`config.mk`:
```
export PLATFORM = sky130hd
export DESIGN_NAME = rs_issue_array
export DESIGN_NICKNAME = d
export VERILOG_FILES = /design/src/rtl/rs_pkg.sv /design/src/rtl/rs_slot.sv /design/src/rtl/rs_free_pick.sv /design/src/rtl/rs_age_pick.sv /design/src/rtl/rs_issue_array.sv
export SDC_FILE = /design/constraint.sdc
export NUM_CORES = 1
export LEC_CHECK = 0
export BUFFER_PORTS_ARGS = -buffer_cell sky130_fd_sc_hd__buf_2
export CORE_UTILIZATION = 60
export CTS_BUF_LIST = sky130_fd_sc_hd__clkbuf_8
export DETAILED_ROUTE_END_ITERATION = 8
export PLACE_DENSITY = 0.82
export SLEW_MARGIN = 15
export SYNTH_ARGS = -nofsm -noshare
export SYNTH_HDL_FRONTEND = slang
export SYNTH_SLANG_ARGS = --single-unit
```
`constraint.sdc`:
```
create_clock -name clk -period 3 [get_ports clk]
set_input_delay 0.3 -clock clk [delete_from_list [all_inputs] [get_ports clk]]
set_output_delay 0.3 -clock clk [all_outputs]
set_load 0.02 [all_outputs]
```
`src/rtl/rs_pkg.sv`:
```
package rs_pkg;

    localparam int unsigned DATA_W = 32;
    localparam int unsigned OP_W   = 4;
    localparam int unsigned TAG_W  = 3;

    localparam logic [TAG_W-1:0] NO_TAG = '0;

    // Source operand slot: tag == NO_TAG means val holds the operand.
    typedef struct packed {
        logic [TAG_W-1:0]  tag;
        logic [DATA_W-1:0] val;
    } operand_t;

    typedef struct packed {
        logic              busy;
        logic [OP_W-1:0]   op;
        operand_t          src_a;
        operand_t          src_b;
    } slot_t;

    typedef struct packed {
        logic              valid;
        logic [TAG_W-1:0]  tag;
        logic [DATA_W-1:0] value;
    } bcast_t;

    // Resolve an operand against the broadcast bus.
    function automatic operand_t snoop(operand_t cur, bcast_t bc);
        operand_t res;
        res = cur;
        if (bc.valid && (cur.tag != NO_TAG) && (cur.tag == bc.tag)) begin
            res.tag = NO_TAG;
            res.val = bc.value;
        end
        return res;
    endfunction

    function automatic logic operands_ready(slot_t s);
        return s.busy && (s.src_a.tag == NO_TAG) && (s.src_b.tag == NO_TAG);
    endfunction

endpackage

```
`src/rtl/rs_slot.sv`:
```
module rs_slot
    import rs_pkg::*;
(
    input  logic            clk,
    input  logic            rst,
    input  logic            alloc,
    input  logic [OP_W-1:0] new_op,
    input  operand_t        new_a,
    input  operand_t        new_b,
    input  bcast_t          bc,
    input  logic            release_i,
    output slot_t           state,
    output logic            ready
);

    slot_t state_d;

    always_comb begin
        state_d = state;
        if (alloc) begin
            state_d.busy  = 1'b1;
            state_d.op    = new_op;
            state_d.src_a = snoop(new_a, bc);
            state_d.src_b = snoop(new_b, bc);
        end else begin
            if (release_i) begin
                state_d.busy = 1'b0;
            end
            state_d.src_a = snoop(state.src_a, bc);
            state_d.src_b = snoop(state.src_b, bc);
        end
    end

    always_ff @(posedge clk) begin
        if (rst) begin
            state <= '0;
        end else begin
            state <= state_d;
        end
    end

    assign ready = operands_ready(state);

endmodule

```
`src/rtl/rs_free_pick.sv`:
```
module rs_free_pick #(
    parameter int unsigned DEPTH = 4
) (
    input  logic [DEPTH-1:0] busy,
    output logic [DEPTH-1:0] pick_oh,
    output logic             any_free
);

    always_comb begin
        logic found;
        found   = 1'b0;
        pick_oh = '0;
        for (int i = 0; i < DEPTH; i++) begin
            if (!busy[i] && !found) begin
                pick_oh[i] = 1'b1;
                found      = 1'b1;
            end
        end
        any_free = found;
    end

endmodule

```
`src/rtl/rs_age_pick.sv`:
```
module rs_age_pick #(
    parameter int unsigned DEPTH = 4
) (
    input  logic             clk,
    input  logic             rst,
    input  logic [DEPTH-1:0] alloc_oh,
    input  logic [DEPTH-1:0] ready,
    output logic [DEPTH-1:0] grant_oh
);

    // older_q[j][i] set: entry j was allocated before entry i.
    logic [DEPTH-1:0][DEPTH-1:0] older_q;

    always_ff @(posedge clk) begin
        if (rst) begin
            older_q <= '0;
        end else begin
            for (int k = 0; k < DEPTH; k++) begin
                if (alloc_oh[k]) begin
                    for (int j = 0; j < DEPTH; j++) begin
                        older_q[k][j] <= 1'b0;
                        if (j != k) begin
                            older_q[j][k] <= 1'b1;
                        end
                    end
                end
            end
        end
    end

    always_comb begin
        for (int i = 0; i < DEPTH; i++) begin
            logic beaten;
            beaten = 1'b0;
            for (int j = 0; j < DEPTH; j++) begin
                if ((j != i) && ready[j] && older_q[j][i]) begin
                    beaten = 1'b1;
                end
            end
            grant_oh[i] = ready[i] && !beaten;
        end
    end

endmodule

```
`src/rtl/rs_issue_array.sv`:
```
module rs_issue_array
    import rs_pkg::*;
#(
    parameter int unsigned DEPTH    = 4,
    parameter int unsigned BASE_TAG = 1
) (
    input  logic              clk,
    input  logic              rst,
    input  logic              iss_valid,
    output logic              iss_ready,
    input  logic [OP_W-1:0]   iss_op,
    input  logic [DATA_W-1:0] iss_vj,
    input  logic [TAG_W-1:0]  iss_qj,
    input  logic [DATA_W-1:0] iss_vk,
    input  logic [TAG_W-1:0]  iss_qk,
    output logic [TAG_W-1:0]  iss_tag,
    input  logic              bc_valid,
    input  logic [TAG_W-1:0]  bc_tag,
    input  logic [DATA_W-1:0] bc_value,
    output logic              dsp_valid,
    input  logic              dsp_ready,
    output logic [OP_W-1:0]   dsp_op,
    output logic [DATA_W-1:0] dsp_vj,
    output logic [DATA_W-1:0] dsp_vk,
    output logic [TAG_W-1:0]  dsp_tag
);

    localparam int unsigned LAST_TAG = BASE_TAG + DEPTH - 1;

    slot_t [DEPTH-1:0] slots;
    logic  [DEPTH-1:0] busy_vec;
    logic  [DEPTH-1:0] ready_vec;
    logic  [DEPTH-1:0] free_oh;
    logic  [DEPTH-1:0] alloc_vec;
    logic  [DEPTH-1:0] grant_vec;
    logic  [DEPTH-1:0] release_vec;
    logic              issue_fire;
    bcast_t            bc;
    operand_t          new_a;
    operand_t          new_b;

    assign bc.valid = bc_valid;
    assign bc.tag   = bc_tag;
    assign bc.value = bc_value;

    assign new_a.tag = iss_qj;
    assign new_a.val = iss_vj;
    assign new_b.tag = iss_qk;
    assign new_b.val = iss_vk;

    rs_free_pick #(.DEPTH(DEPTH)) i_free (
        .busy     (busy_vec),
        .pick_oh  (free_oh),
        .any_free (iss_ready)
    );

    assign issue_fire  = iss_valid && iss_ready;
    assign alloc_vec   = issue_fire ? free_oh : '0;
    assign release_vec = dsp_ready ? grant_vec : '0;

    generate
        for (genvar g = 0; g < DEPTH; g++) begin : g_slot
            rs_slot i_slot (
                .clk       (clk),
                .rst       (rst),
                .alloc     (alloc_vec[g]),
                .new_op    (iss_op),
                .new_a     (new_a),
                .new_b     (new_b),
                .bc        (bc),
                .release_i (release_vec[g]),
                .state     (slots[g]),
                .ready     (ready_vec[g])
            );
            assign busy_vec[g] = slots[g].busy;
        end
    endgenerate

    rs_age_pick #(.DEPTH(DEPTH)) i_age (
        .clk      (clk),
        .rst      (rst),
        .alloc_oh (alloc_vec),
        .ready    (ready_vec),
        .grant_oh (grant_vec)
    );

    // Tag offered to the issuer: station number of the lowest free entry.
    always_comb begin
        iss_tag = NO_TAG;
        for (int i = 0; i < DEPTH; i++) begin
            if (free_oh[i]) begin
                iss_tag = TAG_W'(BASE_TAG + i);
            end
        end
    end

    // Dispatch mux driven by the one-hot grant.
    always_comb begin
        dsp_valid = |grant_vec;
        dsp_op    = '0;
        dsp_vj    = '0;
        dsp_vk    = '0;
        dsp_tag   = NO_TAG;
        for (int i = 0; i < DEPTH; i++) begin
            if (grant_vec[i]) begin
                dsp_op  = dsp_op  | slots[i].op;
                dsp_vj  = dsp_vj  | slots[i].src_a.val;
                dsp_vk  = dsp_vk  | slots[i].src_b.val;
                dsp_tag = dsp_tag | TAG_W'(BASE_TAG + i);
            end
        end
    end

    initial begin
        if (BASE_TAG == 0 || LAST_TAG >= (1 << TAG_W)) begin
            $display("rs_issue_array: station tags do not fit TAG_W");
        end
    end

endmodule

```
Yosys cells after proc, flatten, opt, wreduce, memory -nomap -nowiden:

Index checks and enable logic that the tools add are counted.

* output and inout bits: 76
* logic and storage cells: 226
* input port bits: 114
* register bits: 312

* bitwise gates (word level): 9
* muxes and demuxes: 74
* eq/ne operators: 10
* reductions and logical operators: 97

Operators by type and width (number)
* $mux W35: 10
* $mux W70: 4
* $mux W32: 8
* $or A32 B32 Y32: 6
* $logic_and A1 B1 Y1: 48
* $mux W1: 37
* $reduce_bool A2 Y1: 18
* $mux W4: 8
* $eq A3 B3 Y1: 10
* $reduce_bool A3 Y1: 10
* $logic_not A3 Y1: 8
* $or A4 B4 Y4: 3
* $logic_not A1 Y1: 9
* $mux W2: 4
* $mux W3: 2
* $reduce_or A2 Y1: 3
* $mux W5: 1
* $reduce_or A4 Y1: 1

Depth between registers and ports, before layout:

Gate-level depths: netlist (run 1).

* depth in word-level cells: 16
* gate-level depth with buffers: 9

By module:

From an unflattened synthesis (run 1), not the netlist that was laid out.

* cell total of the unflattened synthesis: 2149
* area, all modules: 17839.6 µm²

By module, submodules not included
* rs_slot: area each 3955.0 µm², instances 4, cells an instance 460
* rs_issue_array: area each 1530.2 µm², instances 1, cells an instance 252
* rs_age_pick: area each 452.9 µm², instances 1, cells an instance 52
* rs_free_pick: area each 36.3 µm², instances 1, cells an instance 5

Worst setup path after synthesis (run 1):

Ideal clock, no wire load.

* path kind: register to output
* start: register g_slot[2].i_slot.state[67] (netlist name)
* end: output port dsp_valid
* buffers on the path: 0
* arrival time: 2.070 ns
* slack: 0.630 ns
* cell stages (with the launch flop): 6
* path through: dfxtp_1 > or4_1 > nor3_1 > nor4b_2 > or2_2 > or3_1

* word-level cells in the longest chain between the ends: 9

RTL lines
* start: declaration: RTL line rs_slot.sv:12 `output slot_t state,`
* start signal: assignment: RTL line rs_slot.sv:38 `state <= state_d;`
* $logic_not A3 Y1 *: RTL line rs_pkg.sv:40 `return s.busy && (s.src_a.tag == NO_TAG) && (s.src_b.tag == NO_TAG);`
* $logic_and A1 B1 Y1 * (2 in series): RTL line rs_pkg.sv:40
* $logic_and A1 B1 Y1: RTL line rs_age_pick.sv:36 `if ((j != i) && ready[j] && older_q[j][i]) begin`
* $mux W1 (2 in series): RTL line rs_age_pick.sv:36
* $logic_not A1 Y1: RTL line rs_age_pick.sv:40 `grant_oh[i] = ready[i] && !beaten;`
* $logic_and A1 B1 Y1: RTL line rs_age_pick.sv:40
* $reduce_or A4 Y1 *: RTL line rs_issue_array.sv:99 `dsp_valid = |grant_vec;`
* end: declaration: RTL line rs_issue_array.sv:20 `output logic dsp_valid,`

Every way passes the cells marked *; elsewhere a longest branch is shown, timed or not.

Worst setup path in the final report (run 1):

* start: register g_slot[2].i_slot.state[32] (netlist name)
* end: output port dsp_vk[22]

* word-level cells in the longest chain between the ends: 14

RTL lines
* $logic_not A3 Y1 *: RTL line rs_pkg.sv:40
* $logic_and A1 B1 Y1 *: RTL line rs_pkg.sv:40
* $logic_and A1 B1 Y1: RTL line rs_age_pick.sv:36
* $mux W1 (2 in series): RTL line rs_age_pick.sv:36
* $logic_not A1 Y1: RTL line rs_age_pick.sv:40
* $logic_and A1 B1 Y1: RTL line rs_age_pick.sv:40
* $mux W32: RTL line rs_issue_array.sv:105 `if (grant_vec[i]) begin`
* $or A32 B32 Y32: RTL line rs_issue_array.sv:108 `dsp_vk = dsp_vk | slots[i].src_b.val;`
* $mux W32: RTL line rs_issue_array.sv:105
* $or A32 B32 Y32: RTL line rs_issue_array.sv:108
* $mux W32: RTL line rs_issue_array.sv:105
* $or A32 B32 Y32: RTL line rs_issue_array.sv:108
* $mux W32 *: RTL line rs_issue_array.sv:105
* end: declaration: RTL line rs_issue_array.sv:24 `output logic [DATA_W-1:0] dsp_vk,`

Marked as above.

==> reports/results.ini, run 1 <==
[clocking]
cts_buffers=51
cts.sinks=312
tritoncts=done
clockBufferDepth=3
htreeDepth=2
clockRootBuffer=clkbuf_8
insertion_delay_ns=0.61
cts.clk_slew.worst_paths_ns=0.07

[yosys]
synth-edff-count=0
seq_area_frac_synth=0.420
synth_area_leaders=dfxtp_1 (42%), a22oi_1 (10%), o221a_2 (9.2%), a21oi_1 (8.5%), nand2_1 (3.7%)
avgSynthCellArea_sq_um=8.64
ys_warn_count=0
async_flop_share=0
synth_area_sq_um=14900
syn_nets=1837
synth-main-ff-cell=dfxtp_1
synthDominantCellAreaShare=0.420
synth_top_cell_by_area=dfxtp_1
synth_cell_types=55
syn_inst=1723
ys_ff_latch=312

[setup_path]
critPathKind=flop to output pin
r2r_slack_ns=0.51
cp_max_fo=6
crit_path_start_kind=flop
critPathRequiredTime_ns=2.70
critPathArrivalTime_ns=2.85
crit_top_cell=buf_6
critical_path.cell_chain=or4_4 > a311o_1 > a221oi_4 > buf_6 > buf_12 > buf_16 > a22oi_2 > nand2_1 > buf_6
max_stage_delay_ns=0.54
cp-end-kind=output pin
cp.buffers_inverters=4
slowest_stage=or4_4
cp_top_family=simple AND/OR/NAND/NOR gates

[sta]
period_minus_slack_ns=3.15
hold_viol_final=0
max-slew-margin-rel=0.215
hold-worst-slack_ns=0.0109
fmax_mhz=317
final-setup-viol-count=70
period_share=1.05
worstMarginPinSlew_ns=1.18
worst_slack_ns=-0.154
slew_violations=0
rsz0062_at_grt=yes
skew_ns=0.0244
tns_ns=-6.57

[layout]
num-nets-final=2000
layout_common_cells=dfxtp_1 (302), a21oi_1 (248), a22oi_1 (169), inv_1 (157), nand2_1 (142)
final_core_util=0.754
seq_area_sq_um=6270
syn_to_final_growth_pct=23.2
fill_cells=1699
final_common_cell=dfxtp_1
drive_above_1_share=0.291
multi_input_area_sq_um=7760

[floorplan]
start_util=0.612
placementRows=57
die_x_microns=160
io_pins=190
die_area_sq_um=25400
die_h_microns=160
core_sq_um=24300

[route]
dr.pass1.iters=6
vias=15800
wl_microns=53900
via_per_inst=7.02
drt_iter0_markers=2690
wl_per_cell_microns=23.9
ant_nets=0
drc=0

[global_routing]
grt_pass1_vias=15500
grt.overflow.total=0
grt_usage=0.405
grt_max_degree=106
antenna_found_initial=3
grt_first_pass_wirelength_microns=82600

[place]
post-dp-hpwl_microns=30400
io_buffers=189
gp_congestion=0.917

[power]
p_leak_nw=7.25
p_total_mw=9.80
powerDensity_nw_per_um2=534
max-vdd-ir-drop_v=0.000374

[outcome]
status=finished, violations left
violations=negative setup slack

[worst_hold_path]
hold_class=primary input to flop

[flow_run]
maxCapViolations=0

## worst register-to-register path, stage by stage (launching register included)
cell       delay (ns)
dfxtp_1          0.41
or3b_2           0.49
a2111oi_2        0.51
o21ai_2          0.44
buf_4            0.34
o221ai_1         0.21
## state kept, by name (all words and copies together) (netlist names)
register / cells
g_slot.i_slot.state: 300
i_age.older_q: 12
## metal layers
| metal | wire (microns) | global-route usage | vias up |
|---|---|---|---|
| met3 | 7100 | 0.101 | 230 |
| met4 | 2320 | 0.235 | 4 |
| met1 | 20400 | 0.516 | 7462 |
| li1 | - | - | 6788 |
| met2 | 24000 | 0.624 | 1320 |
| met5 | 22 | 0 | - |
## final timing paths
kind	startpoint	to	cells after the start
setup reg to reg	g_slot[3].i_slot.state[34]	g_slot[3].i_slot.state[22]	5
setup / recovery	g_slot[2].i_slot.state[32]	dsp_vk[22]	9
hold / removal	iss_vk[10]	g_slot[2].i_slot.state[10]	2
hold reg to reg	g_slot[2].i_slot.state[70]	g_slot[2].i_slot.state[70]	2
## cells in the mapped netlist (5+ instances only)
cell type,number
dfxtp_1,312
a21oi_1,253
a22oi_1,206
nand2_1,146
inv_1,143
o221a_2,122
clkbuf_1,111
o21ai_0,71
nor2_1,68
o221ai_1,60
mux2i_1,32
buf_2,31
a32oi_1,15
buf_1,13
xnor2_1,13
nor3_1,8
and3_1,7
buf_6,7
or2_2,7
xor2_1,7
nand4_1,6
o21a_1,6
o221a_1,6
a211oi_1,5
and2_1,5
nand3_1,5
## cell families (layout without fill, tap and decap cells)
group                     Yosys count  count (layout)  share of synthesized area
AOI/OAI and AO/OA                 772             772                      0.378
DFF                               312             312                      0.420
other                               0               1                          0
and+or+nand+nor                   277             277                     0.0833
muxes                              35              35                     0.0238
buffers and inverters             307             509                     0.0838
xor gates and xnor gates           20              20                     0.0118
## report_power, final
part           internal [mW]  total [mW]  switching [mW]
Sequential              4.33        4.45           0.124
Clock                   2.20        3.99            1.79
Combinational          0.519        1.36           0.838
## what timing repair did
| action | CTS | global route |
|---|---|---|
| endpoints found under the hold margin | 26 | 0 |
| hold buffers | 7 | 0 |
| setup endpoints to repair | 71 | 71 |
| resized for setup | 147 | 50 |
| setup buffers | 11 | 7 |
| pin swaps | 37 | 36 |
| gates cloned | 8 | 2 |
## metrics by stage
stage          area (sq um)  cells  setup slack [ns]
2_1_floorplan         14900   1723             0.630
3_3_place_gp          16100   2122             0.376
3_5_place_dp          16100   2122             0.324
4_1_cts               18100   2240           -0.0927
5_1_grt               18300   2250            -0.190
6_report              18300   2250            -0.154
## layout make-up
class | count | share of cell area
inverters | 144 | 0.0295
flip-flops and latches | 312 | 0.342
well taps | 324 | 0.0221
clock buffers | 72 | 0.0540
clock inverters | 20 | 0.00621
diodes | 1 | 0.000136
repair buffers | 273 | 0.123
multi-input cells | 1104 | 0.423
(Power assumes the default switching activity.)
==> inputs of run 2 (changes only) <==
--- a/config.mk
+++ b/config.mk
@@ -10,6 +10,7 @@
 export CTS_BUF_LIST = sky130_fd_sc_hd__clkbuf_8
 export DETAILED_ROUTE_END_ITERATION = 8
 export PLACE_DENSITY = 0.82
+export SKIP_CTS_REPAIR_TIMING = 1
 export SLEW_MARGIN = 15
 export SYNTH_ARGS = -nofsm -noshare
 export SYNTH_HDL_FRONTEND = slang
==> run 2 against run 1 <==
- the run ends with negative hold slack, negative setup slack left
- clock power barely moved
- register-to-register slack improved by 0.02 ns
- core utilization down 0.62 points
- largest power group unchanged
- die area unchanged
- clock skew fell by 0.0045 ns
- critical path depth fell by 1
- wire length is 1.1% lower
- via count fell by 1.1%
- hold slack got worse by 0.029 ns
==> reports/results.ini, run 2 (same netlist as run 1, synthesis figures left out) <==
[clocking]
htreeDepth=2  ; unchanged
cts.sinks=312  ; unchanged
cts_buffers=51  ; unchanged
cts.clk_slew.worst_paths_ns=0.07  ; about the same
clockRootBuffer=clkbuf_8  ; unchanged
tritoncts=done  ; unchanged
clockBufferDepth=3  ; unchanged
insertion_delay_ns=0.60  ; was 0.61 ns

[global_routing]
grt_usage=0.385  ; was 0.405
antenna_found_initial=4  ; was 3
grt_max_degree=106  ; unchanged
grt.overflow.total=0  ; unchanged
grt_first_pass_wirelength_microns=79100  ; was 82600 microns
grt_pass1_vias=15000  ; was 15500

[route]
ant_nets=0  ; unchanged
wl_microns=53300  ; was 53900 microns
drc=0  ; unchanged
vias=15600  ; was 15800
via_per_inst=6.98  ; was 7.02
drt_iter0_markers=2464  ; was 2690
wl_per_cell_microns=23.8  ; was 23.9 microns
dr.pass1.iters=6  ; unchanged

[sta]
hold_viol_final=3  ; was 0
max-slew-margin-rel=0.233  ; was 0.215
hold-worst-slack_ns=-0.0181  ; was 0.0109 ns
rsz0062_at_grt=yes  ; unchanged
fmax_mhz=315  ; was 317 MHz
period_minus_slack_ns=3.17  ; was 3.15 ns
final-setup-viol-count=69  ; was 70
slew_violations=0  ; unchanged
worstMarginPinSlew_ns=1.15  ; was 1.18 ns
worst_slack_ns=-0.170  ; was -0.154 ns
skew_ns=0.0199  ; was 0.0244 ns
tns_ns=-6.47  ; was -6.57 ns
period_share=1.06  ; was 1.05

[floorplan]
io_pins=190  ; unchanged
start_util=0.612  ; unchanged
die_area_sq_um=25400  ; unchanged
die_h_microns=160  ; unchanged
core_sq_um=24300  ; unchanged
die_x_microns=160  ; unchanged
placementRows=57  ; unchanged

[outcome]
violations=negative hold slack, negative setup slack  ; was negative setup slack
status=finished, violations left  ; unchanged

[worst_hold_path]
hold_depth=3  ; was 2
min_from=iss_op[3]  ; was iss_vk[10]
holdPathEnd=g_slot[3].i_slot.state[73]  ; was g_slot[2].i_slot.state[10]
hold_class=primary input to flop  ; unchanged

[layout]
final_core_util=0.748  ; was 0.754
num-nets-final=1988  ; was 2000
syn_to_final_growth_pct=22.2  ; was 23.2%
layout_common_cells=dfxtp_1 (302), a21oi_1 (248), a22oi_1 (184), inv_1 (157), nand2_1 (143)  ; was dfxtp_1 (302), a21oi_1 (248), a22oi_1 (169), inv_1 (157), nand2_1 (142)
largest-register=g_slot.i_slot.state  ; unchanged
drive_above_1_share=0.279  ; was 0.291
fin_cells=2241  ; was 2250
reg.largest.list=g_slot.i_slot.state (300), i_age.older_q (12)  ; unchanged
largest_register_ffs=300  ; unchanged
final_common_cell=dfxtp_1  ; unchanged

[power]
powerDensity_nw_per_um2=535  ; was 534 nW/um^2
p_total_mw=9.73  ; was 9.80 mW
max-vdd-ir-drop_v=0.000351  ; was 0.000374 V
p_leak_nw=7.17  ; was 7.25 nW

[setup_path]
r2r_slack_ns=0.53  ; was 0.51 ns
cp-end-kind=output pin  ; unchanged
critPathRequiredTime_ns=2.70  ; about the same
reg2reg_depth=5  ; unchanged
r2r_end=g_slot[3].i_slot.state[16]  ; was g_slot[3].i_slot.state[22]
critPathArrivalTime_ns=2.87  ; was 2.85 ns
crit_path_start_kind=flop  ; unchanged
cp_max_fo=7  ; was 6
critPathKind=flop to output pin  ; unchanged
r2r-start=g_slot[3].i_slot.state[34]  ; unchanged

[place]
post-dp-hpwl_microns=30400  ; unchanged
io_buffers=189  ; unchanged
gp_congestion=0.917  ; unchanged
dp_cells=2122  ; unchanged

[flow_run]
maxCapViolations=0  ; unchanged

-- run 2: cell types whose count changed in the layout (fill, tap and decap cells not counted), sizes merged --
| cell | before | now |
|---|---|---|
| bufbuf | 1 | 0 |
| clkbuf | 73 | 77 |
| buf | 264 | 252 |
| dlygate4sd3 | 7 | 4 |
| diode | 1 | 4 |
-- run 2: final cells by class --
class,instances,area [sq um]
sequential,312,6260
tap,324,405
multi-input combinational,1104,7670
clock buffer,72,991
timing repair buffer,261,2200
clock inverter,20,114
inverter,144,541
fill,1754,6120
antenna,4,10.0
-- run 2: worst max-delay path by stage --
| stage | to | slack, ns | depth (start not counted) | from |
|---|---|---|---|---|
| after global placement | dsp_vj[21] | 0.38 | 7 | g_slot[2].i_slot.state[67] |
| after detailed placement | dsp_valid | 0.32 | 7 | g_slot[2].i_slot.state[67] |
| after CTS | dsp_valid | -0.31 | 7 | g_slot[2].i_slot.state[67] |
| after floorplan | dsp_valid | 0.63 | 5 | g_slot[2].i_slot.state[67] |
| after global routing | dsp_valid | -0.21 | 8 | g_slot[2].i_slot.state[68] |
| final | dsp_valid | -0.17 | 8 | g_slot[2].i_slot.state[68] |
-- run 2: through the flow --
step	worst slack, ns	cell area, sq um
2_1_floorplan	0.630	14900
3_3_place_gp	0.376	16100
3_5_place_dp	0.324	16100
4_1_cts	-0.314	17200
5_1_grt	-0.207	18200
6_report	-0.170	18200
-- run 2: power breakdown --
| group | internal (mW) | switching, mW | leakage, nW |
|---|---|---|---|
| Sequential | 4.33 | 0.121 | 2.54 |
| Combinational | 0.489 | 0.821 | 4.01 |
| Clock | 2.20 | 1.77 | 0.623 |
| Total | 7.02 | 2.71 | 7.17 |
-- run 2: worst max-delay path, cell delays in order (launching register included) --
cell	delay (ns)
dfxtp_4	0.35
or4_4	0.51
a311o_1	0.37
a221oi_4	0.24
buf_6	0.21
clkbuf_16	0.19
or2_4	0.15
or3_1	0.13
buf_6	0.11
-- run 2: per-layer routing --
layer / vias up / track usage / share of wire
li1: 6761 / - / -
met1: 7466 / 0.498 / 0.39
met2: 1185 / 0.599 / 0.45
met3: 218 / 0.0901 / 0.13
met4: 4 / 0.200 / 0.039
met5: - / 0 / 0.00054
